File: config.mk
export PLATFORM = sky130hd
export DESIGN_NAME = hdlc_tx_framer
export DESIGN_NICKNAME = d
export VERILOG_FILES = /design/src/rtl/hdlc_tx_pkg.sv /design/src/rtl/hdlc_tx_shifter.sv /design/src/rtl/hdlc_tx_ctrl.sv /design/src/rtl/hdlc_tx_framer.sv
export SDC_FILE = /design/constraint.sdc
export NUM_CORES = 1
export LEC_CHECK = 0
export ABC_CLOCK_PERIOD_IN_PS = 4300
export BUFFER_PORTS_ARGS = -buffer_cell sky130_fd_sc_hd__buf_2
export CAP_MARGIN = 25
export CORE_MARGIN = 2
export CORE_UTILIZATION = 62
export CTS_BUF_LIST = sky130_fd_sc_hd__clkbuf_8
export DETAILED_ROUTE_END_ITERATION = 8
export PLACE_DENSITY = 0.85
export SETUP_SLACK_MARGIN = 0.05
export SLEW_MARGIN = 15
export SYNTH_ARGS = -nofsm -noshare
export SYNTH_HDL_FRONTEND = slang
export SYNTH_SLANG_ARGS = --single-unit
File: constraint.sdc
create_clock -name clk -period 4.3 [get_ports clk]
set_clock_uncertainty 0.05 [all_clocks]
set_input_delay 0.43 -clock clk [delete_from_list [all_inputs] [get_ports clk]]
set_output_delay 0.43 -clock clk [all_outputs]
set_load 0.01 [all_outputs]
File: src/rtl/hdlc_tx_pkg.sv
`timescale 1ns/1ps
package hdlc_tx_pkg;
  localparam int BYTE_W = 8;
  localparam logic [BYTE_W-1:0] FLAG_PAT = 8'h7E;
  localparam logic [BYTE_W-1:0] ONES_PAT = 8'hFF;
  localparam logic [1:0] FILL_TRANSP = 2'b10;

  typedef enum logic [2:0] {
    K_OFF, K_FILL, K_OPEN, K_DATA, K_CLOSE, K_ABORT, K_RAW
  } sym_kind_e;

  // byte sent between packets for a framed fill selection
  function automatic logic [BYTE_W-1:0] fill_byte(input logic [1:0] sel);
    case (sel)
      2'b01:   return FLAG_PAT;
      2'b11:   return 8'h7F;
      default: return ONES_PAT;
    endcase
  endfunction
endpackage

File: src/rtl/hdlc_tx_shifter.sv
`timescale 1ns/1ps
module hdlc_tx_shifter
  import hdlc_tx_pkg::*;
#(
  parameter int STUFF_RUN = 5
) (
  input  logic                 clk,
  input  logic                 rst_n,
  input  logic                 bit_en,
  input  logic                 load,
  input  sym_kind_e            load_kind,
  input  logic [BYTE_W-1:0]    load_pat,
  output sym_kind_e            cur_kind,
  output logic                 sym_done,
  output logic                 stuff_now,
  output logic                 ser_out,
  output logic                 ser_oe
);
  localparam int OW = $clog2(STUFF_RUN + 1);
  localparam int LW = $clog2(BYTE_W);
  localparam logic [OW-1:0] RUN_MAX = OW'(STUFF_RUN);
  localparam logic [LW-1:0] LAST_IDX = LW'(BYTE_W - 1);

  logic [BYTE_W-1:0] sh_q;
  logic [LW-1:0]     left_q;
  logic [OW-1:0]     ones_q;
  logic [OW-1:0]     ones_on_load;

  // a stuffed zero is owed once a full run of data ones has gone out
  assign stuff_now = (cur_kind == K_DATA) && (ones_q == RUN_MAX);
  assign sym_done  = (left_q == '0) && !stuff_now;

  always_comb begin
    if (load_kind == K_DATA && load_pat[0]) ones_on_load = ones_q + 1'b1;
    else                                    ones_on_load = '0;
  end

  always_ff @(posedge clk or negedge rst_n) begin
    if (!rst_n) begin
      cur_kind <= K_OFF;
      sh_q     <= '0;
      left_q   <= '0;
      ones_q   <= '0;
      ser_out  <= 1'b1;
      ser_oe   <= 1'b0;
    end else if (bit_en) begin
      if (load) begin
        cur_kind <= load_kind;
        sh_q     <= load_pat >> 1;
        ser_out  <= load_pat[0];
        ser_oe   <= (load_kind != K_OFF);
        left_q   <= (load_kind == K_OFF) ? '0 : LAST_IDX;
        ones_q   <= ones_on_load;
      end else if (stuff_now) begin
        ser_out <= 1'b0;
        ones_q  <= '0;
      end else begin
        ser_out <= sh_q[0];
        sh_q    <= sh_q >> 1;
        left_q  <= left_q - 1'b1;
        ones_q  <= (cur_kind == K_DATA && sh_q[0]) ? ones_q + 1'b1 : '0;
      end
    end
  end
endmodule

File: src/rtl/hdlc_tx_ctrl.sv
`timescale 1ns/1ps
module hdlc_tx_ctrl
  import hdlc_tx_pkg::*;
(
  input  logic              clk,
  input  logic              rst_n,
  input  logic              bit_en,
  input  logic              sym_done,
  input  sym_kind_e         cur_kind,
  input  logic              tx_enable,
  input  logic [1:0]        fill_sel,
  input  logic              fifo_valid,
  input  logic [BYTE_W-1:0] fifo_data,
  input  logic              fifo_eop,
  input  logic              fifo_abort,
  output logic              load,
  output sym_kind_e         load_kind,
  output logic [BYTE_W-1:0] load_pat,
  output logic              fifo_pop,
  output logic              underrun,
  output logic              in_packet,
  output logic              raw_cut
);
  logic pkt_q, close_q, pkt_d, close_d, take, starve;

  assign raw_cut   = (cur_kind == K_RAW) && !tx_enable;
  assign load      = bit_en && (sym_done || raw_cut);
  assign fifo_pop  = load && take;
  assign in_packet = pkt_q;

  always_comb begin
    load_kind = K_OFF;
    load_pat  = ONES_PAT;
    take      = 1'b0;
    starve    = 1'b0;
    pkt_d     = pkt_q;
    close_d   = close_q;
    if (raw_cut) begin
      load_kind = K_OFF;
    end else if (pkt_q) begin
      if (close_q) begin
        load_kind = K_CLOSE;
        load_pat  = FLAG_PAT;
        pkt_d     = 1'b0;
        close_d   = 1'b0;
      end else if (fifo_valid) begin
        take = 1'b1;
        if (fifo_abort) begin
          load_kind = K_ABORT;
          pkt_d     = 1'b0;
        end else begin
          load_kind = K_DATA;
          load_pat  = fifo_data;
          close_d   = fifo_eop;
        end
      end else begin
        load_kind = K_ABORT;
        starve    = 1'b1;
        pkt_d     = 1'b0;
      end
    end else if (fill_sel == FILL_TRANSP) begin
      if (tx_enable) begin
        load_kind = K_RAW;
        if (fifo_valid) begin
          take     = 1'b1;
          load_pat = fifo_data;
        end
      end
    end else if (tx_enable) begin
      if (fifo_valid) begin
        load_kind = K_OPEN;
        load_pat  = FLAG_PAT;
        pkt_d     = 1'b1;
        close_d   = 1'b0;
      end else begin
        load_kind = K_FILL;
        load_pat  = fill_byte(fill_sel);
      end
    end
  end

  always_ff @(posedge clk or negedge rst_n) begin
    if (!rst_n) begin
      pkt_q    <= 1'b0;
      close_q  <= 1'b0;
      underrun <= 1'b0;
    end else begin
      underrun <= load && starve;
      if (load) begin
        pkt_q   <= pkt_d;
        close_q <= close_d;
      end
    end
  end
endmodule

File: src/rtl/hdlc_tx_framer.sv
`timescale 1ns/1ps
module hdlc_tx_framer
  import hdlc_tx_pkg::*;
#(
  parameter int STUFF_RUN = 5
) (
  input  logic              clk,
  input  logic              rst_n,
  input  logic              bit_en,
  input  logic              tx_enable,
  input  logic [1:0]        fill_sel,
  input  logic              fifo_valid,
  input  logic [BYTE_W-1:0] fifo_data,
  input  logic              fifo_eop,
  input  logic              fifo_abort,
  output logic              fifo_pop,
  output logic              ser_out,
  output logic              ser_oe,
  output logic              underrun
);
  logic              load;
  sym_kind_e         load_kind;
  logic [BYTE_W-1:0] load_pat;
  sym_kind_e         cur_kind;
  logic              sym_done;
  logic              stuff_now;
  logic              in_packet;
  logic              raw_cut;

  hdlc_tx_ctrl u_ctrl (
    .clk        (clk),
    .rst_n      (rst_n),
    .bit_en     (bit_en),
    .sym_done   (sym_done),
    .cur_kind   (cur_kind),
    .tx_enable  (tx_enable),
    .fill_sel   (fill_sel),
    .fifo_valid (fifo_valid),
    .fifo_data  (fifo_data),
    .fifo_eop   (fifo_eop),
    .fifo_abort (fifo_abort),
    .load       (load),
    .load_kind  (load_kind),
    .load_pat   (load_pat),
    .fifo_pop   (fifo_pop),
    .underrun   (underrun),
    .in_packet  (in_packet),
    .raw_cut    (raw_cut)
  );

  hdlc_tx_shifter #(.STUFF_RUN(STUFF_RUN)) u_shift (
    .clk       (clk),
    .rst_n     (rst_n),
    .bit_en    (bit_en),
    .load      (load),
    .load_kind (load_kind),
    .load_pat  (load_pat),
    .cur_kind  (cur_kind),
    .sym_done  (sym_done),
    .stuff_now (stuff_now),
    .ser_out   (ser_out),
    .ser_oe    (ser_oe)
  );
endmodule

# Word-level counts from Yosys, hierarchy flattened
# Index checks and enable logic that the tools add are counted.
# W data, S select, Z words.
[op_classes]
n_reduce_logical = 20
n_addsub = 2
bitwise_logic = 1
n_eq_ne = 9
muxes = 53
[op_table]
columns = ["cell", "n"]
rows = [
  ["$mux W8", 12],
  ["$mux W3", 15],
  ["$mux W1", 24],
  ["$pmux W8 S2", 1],
  ["$logic_and A1 B1 Y1", 8],
  ["$eq A3 B2 Y1 const B", 2],
  ["$eq A3 B3 Y1 const B", 2],
  ["$logic_not A3 Y1", 2],
  ["$reduce_and A2 Y1", 3],
  ["$reduce_and A5 Y1", 1],
  ["$eq A2 B2 Y1 const B", 2],
  ["$reduce_bool A2 Y1", 2],
  ["$add A3 B1 Y3 const B", 1],
  ["$reduce_bool A3 Y1", 1],
  ["$sub A3 B1 Y3 const B", 1],
  ["$eq A2 B1 Y1 const B", 1],
  ["$logic_not A1 Y1", 2],
  ["$mux W2", 1],
  ["$ne A2 B1 Y1 const B", 1],
  ["$ne A2 B2 Y1 const B", 1],
  ["$logic_or A1 B1 Y1", 1],
  ["$not A1 Y1", 1],
]
[totals]
input_bits = 17
out_inout_bits = 4
elab_cells = 94
register_bits = 22

# Logic depth before layout (Yosys ltp)
[depth]
ltp_word = 10
ltp_mapped = 8
mapped_depth_nobuf = 7

# Hierarchy
# From an unflattened synthesis, not the netlist that was laid out.
[unflattened]
cells_unflattened = 145
area_unflattened_um2 = 1352.5
[modules_own_cells]
columns = ["mod", "seq_area_each_um2", "cells_per_inst", "area_each_um2", "instances"]
rows = [
  ["hdlc_tx_shifter", 451.7, 93, 960.9, 1],
  ["hdlc_tx_ctrl", 75.1, 52, 391.6, 1],
]

# Least setup slack after synthesis
# Ideal clock, no wire load.
[synth_path]
path_kind = "reg2reg"
from = "register u_shift.left_q[0]"
to = "register u_ctrl.pkt_q, in the netlist u_ctrl.in_packet"
setup_ns = 0.066
period_less_slack_ns = 1.829
arrival_ns = 1.713
path_buffers = 1
path_stages_with_launch = 8
slack_ns = 2.471
t_required_ns = 4.184
cell_sequence = "dfrtp_1 > inv_1 > ha_1 > ha_1 > clkbuf_1 > nand3_2 > or4_1 > nand2_1"
[synth_via]
elab_chain_cells = 5
[synth_rtl]
columns = ["element", "line", "rtl"]
rows = [
  ["start: declaration", "hdlc_tx_shifter.sv:25", "logic [LW-1:0] left_q;"],
  ["start signal: assignment", "hdlc_tx_shifter.sv:52", "left_q <= (load_kind == K_OFF) ? '0 : LAST_IDX;"],
  ["start signal: assignment", "hdlc_tx_shifter.sv:60", "left_q <= left_q - 1'b1;"],
  ["$logic_not A3 Y1", "hdlc_tx_shifter.sv:31", "assign sym_done = (left_q == '0) && !stuff_now;"],
  ["$logic_and A1 B1 Y1", "hdlc_tx_shifter.sv:31", ""],
  ["$logic_or A1 B1 Y1", "hdlc_tx_ctrl.sv:27", "assign load = bit_en && (sym_done || raw_cut);"],
  ["$logic_and A1 B1 Y1", "hdlc_tx_ctrl.sv:27", ""],
  ["$reduce_and A2 Y1 (no source line)", "n/a", ""],
  ["end signal: assignment", "hdlc_tx_ctrl.sv:90", "pkt_q <= pkt_d;"],
  ["end: declaration", "hdlc_tx_ctrl.sv:24", "logic pkt_q, close_q, pkt_d, close_d, take, starve;"],
]
# No other way between the ends.
# A chain may end at the register's enable or synchronous reset.

# Worst setup path in the final report
[layout_path]
from = "register u_shift.ones_q[0]"
to = "output port fifo_pop"
[layout_via]
elab_chain_cells = 7
[layout_rtl]
columns = ["element", "line", "rtl"]
rows = [
  ["start: declaration", "hdlc_tx_shifter.sv:26", "logic [OW-1:0] ones_q;"],
  ["start signal: assignment", "hdlc_tx_shifter.sv:53", "ones_q <= ones_on_load;"],
  ["start signal: assignment", "hdlc_tx_shifter.sv:61", "ones_q <= (cur_kind == K_DATA && sh_q[0]) ? ones_q + 1'b1 : '0;"],
  ["$eq A3 B3 Y1", "hdlc_tx_shifter.sv:30", "assign stuff_now = (cur_kind == K_DATA) && (ones_q == RUN_MAX);"],
  ["$logic_and A1 B1 Y1", "hdlc_tx_shifter.sv:30", ""],
  ["$logic_not A1 Y1", "hdlc_tx_shifter.sv:31", ""],
  ["$logic_and A1 B1 Y1", "hdlc_tx_shifter.sv:31", ""],
  ["$logic_or A1 B1 Y1", "hdlc_tx_ctrl.sv:27", ""],
  ["$logic_and A1 B1 Y1", "hdlc_tx_ctrl.sv:27", ""],
  ["$logic_and A1 B1 Y1", "hdlc_tx_ctrl.sv:28", "assign fifo_pop = load && take;"],
  ["end: declaration", "hdlc_tx_framer.sv:16", "output logic fifo_pop,"],
]
# No other way between the ends.

==> results.yml <==
critical_path:
  cp_top_family: "compound AO/OA/AOI/OAI gates"
  path_class: "reg -> out"
  rr_startpoint: "u_shift.ones_q[0]"
  crit_slowest_cell: "a31oi_4"
  cp_data_required_time_ns: 3.82
  cpPeakStageDelay_ns: 0.57
  crit_fanout: 26
  timing.rr.end: "u_shift.sh_q[3]"
  cp_cell_sequence: "ha_1, a31oi_4, nand3_2, nor2_1, buf_2"
  end_kind: "output pin"
  critPathLaunchType: "flop"
  r2r_cells: 5
  worst_ep_arrival_time_ns: 2.08
  crit_buf_inv: 1
  r2r_slack_ns: 1.99
grt:
  grt_pass1_wl_mm: 4.73
  grt_usage: 0.259
  grt_util_met2: 0.449
  grt_pass1_vias: 1105
  grt-ovfl-total: 0
  antenna_found_initial: 0
  grt.busiest_layer: "met2"
  grt_use_met1: 0.329
  use_met3: 0.0401
  grt_max_degree: 27
timing:
  rsz0062_at_grt: "false"
  relSlewSlack: 0.477
  hold_viol: 0
  post-route-period-util: 0.595
  tightest_slew_ns: 0.774
  slew_viol_final: 0
  timing.fmax_mhz: 391
  finalSetupViolCount: 0
  setup_ws_ns: 1.74
  tns_ns: 0
  post-route-min-period_ns: 2.56
cts:
  clk_pin_slew_ns: 0.08
  clock-sinks: 21
  cts_root_buf: "clkbuf_8"
  post_cts_buffers: 0
  clk_path_buf_depth: 2
  htreeDepth: 1
  cts_buffers: 3
  cts_hold_buf: 0
  clock_latency_ns: 0.26
  cts_tree: "yes"
  cts_resized: 0
synthesis:
  ys_dominant_reg_cell: "dfrtp_1"
  synth_seq_cells: 21
  yosys_warnings: 0
  synth_area_per_cell_sq_um: 8.85
  synth.area.top_cells: "dfrtp_1 41%, nor2_1 7.7%, a221oi_1 4.3%, ha_1 4.1%, o21ai_0 3.7%"
  synth_top_cell_area_share: 0.410
  seq_area_frac_synth: 0.431
  netlist_area_sq_um: 1220
  synth.largest_area_cell: "dfrtp_1"
  synth_edf_count: 0
  synthDistinctLibCells: 37
  synth_nets: 159
  synthArstFlopShare: 1.00
  synthCells: 138
finish:
  num-nets-final: 178
  syn2layout_area_growth_pct: 12.9
  diodes: 0
  final_area_sq_um: 1380
  utilization: 0.725
  drive_gt1_frac: 0.205
drt:
  vias: 1090
  routed_wl_mm: 2.62
  drc_errors: 0
  wl_per_cell_um: 14.3
  avgViaCountPerCell: 5.96
  drt_iter0_drc: 23
  drt-pass1-iter-count: 4
  final_antenna_net_count: 0
power:
  powerDensity_nw_per_um2: 483
  sequentialPowerShare: 0.470
  switching_share: 0.357
  intPower_uw: 428
  peakVddDrop_uv: 421
  p_leak_nw: 0.646
  comb_power_share: 0.336
  clockPowerShare: 0.193
  power.switching_uw: 238
place:
  dp_hpwl_mm: 1.93
  dpl_cell_area_sq_um: 1330
  place_ws_ns: 2.01
  routabilityCongestion: 0.832
  numPortBuffers: 20
flow_run:
  drv_cap: 0
status:
  status: "finished clean"
floorplan:
  row_count: 16
  core_sq_um: 1900
  die_y_um: 48.4
  ioPinCount: 21
  die_w_um: 48.4
  start_util: 0.642
  dieArea_sq_um: 2340
hold_path:
  min_path_type: "in -> async"
worst register-to-register path, stage by stage, from the launching register on:
cell,delay (ns)
dfrtp_1,0.42
ha_1,0.24
a31oi_4,0.57
nand3_2,0.29
nor2_1,0.41
a221oi_1,0.17
registers in the layout, indices dropped and copies added, names as in the netlist:
name,count
u_ctrl.in_packet,1
u_ctrl.close_q,1
u_shift.ser_oe,1
u_shift.ones_q,3
u_shift.left_q,3
u_ctrl.underrun,1
u_shift.cur_kind,3
u_shift.ser_out,1
u_shift.sh_q,7
per-stage QoR:
stage | power (mW) | cells | hold WS [ns]
final | 0.666 | 183 | 0.0574
after floorplan | 0.470 | 138 | 0.0844
after CTS | 0.668 | 183 | 0.0766
after global routing | 0.720 | 183 | 0.111
after global placement | 0.517 | 179 | 0.359
after detailed placement | 0.539 | 179 | 0.362
layout by cell type (no fill, tap or decap):
cell type	Yosys	layout
dfstp_2	1	1
nor3b_1	1	1
a31oi_1	4	4
nor2b_1	2	2
o31ai_1	1	1
o311ai_0	1	1
or2_2	1	1
clkinv_2	0	1
inv_1	12	12
and3b_1	1	1
o22ai_1	1	1
a22o_1	2	2
o221a_2	2	2
a21oi_1	5	5
or4_1	1	1
dfrtp_1	20	20
a31oi_4	1	1
mux2i_1	1	1
nand2b_1	3	3
nand2_1	10	10
a221oi_1	6	6
nand4_1	1	1
nor3_1	1	1
or3b_2	1	1
nand3_1	1	1
nor4bb_1	1	1
a211oi_1	1	1
o21a_1	3	3
mux2_2	1	1
o211ai_1	2	2
o21ai_0	9	9
a21boi_0	2	2
ha_1	4	4
a21o_1	2	2
nand3_2	1	1
clkbuf_8	0	3
nor2_1	25	25
nand4bb_1	1	1
buf_2	0	20
power groups by stage:
stage          Sequential (mW)  Clock, mW  Combinational [mW]
2_1_floorplan            0.299          0               0.171
3_3_place_gp             0.308          0               0.209
3_5_place_dp             0.315          0               0.225
4_1_cts                  0.311      0.131               0.225
5_1_grt                  0.322      0.139               0.259
6_report                 0.313      0.129               0.224
worst max path at each step:
stage                         from               end  slack (ns)  depth (start not counted)
2_1_floorplan    u_shift.left_q[0]  u_ctrl.in_packet        2.47                          7
3_3_place_gp                bit_en          fifo_pop        2.10                          6
3_5_place_dp     u_shift.ones_q[0]   u_shift.sh_q[3]        2.01                          5
4_1_cts          u_shift.ones_q[0]          fifo_pop        1.75                          5
5_1_grt        u_shift.cur_kind[1]          fifo_pop        1.61                          5
6_report         u_shift.ones_q[0]          fifo_pop        1.74                          5
per-layer routing:
| metal | vias up | routed length, um |
|---|---|---|
| met4 | 0 | 9 |
| met3 | 2 | 84 |
| met5 | - | 0 |
| li1 | 530 | - |
| met2 | 26 | 1380 |
| met1 | 532 | 1150 |
kinds of logic after synthesis:
group           share of synthesized area
simple gates                        0.204
compound gates                      0.251
flops                               0.431
buf+inv                            0.0553
fa+ha+maj                          0.0410
mux                                0.0174
area by class of cell:
type / instances / area (sq um)
sequential: 21 / 527
timing repair buffer: 20 / 100
clock buffer: 3 / 41.3
clock inverter: 1 / 5.00
fill: 143 / 523
inverter: 12 / 45.0
multi-input combinational: 99 / 627
tap: 27 / 33.8
synthesized netlist by cell type, types with 3 or more instances:
cell type,number
nand2_1,10
o21ai_0,9
dfrtp_1,20
nor2_1,25
o21a_1,3
ha_1,4
a31oi_1,4
a221oi_1,6
a21oi_1,5
clkbuf_1,6
nand2b_1,3
inv_1,12
(Power assumes the default switching activity.)
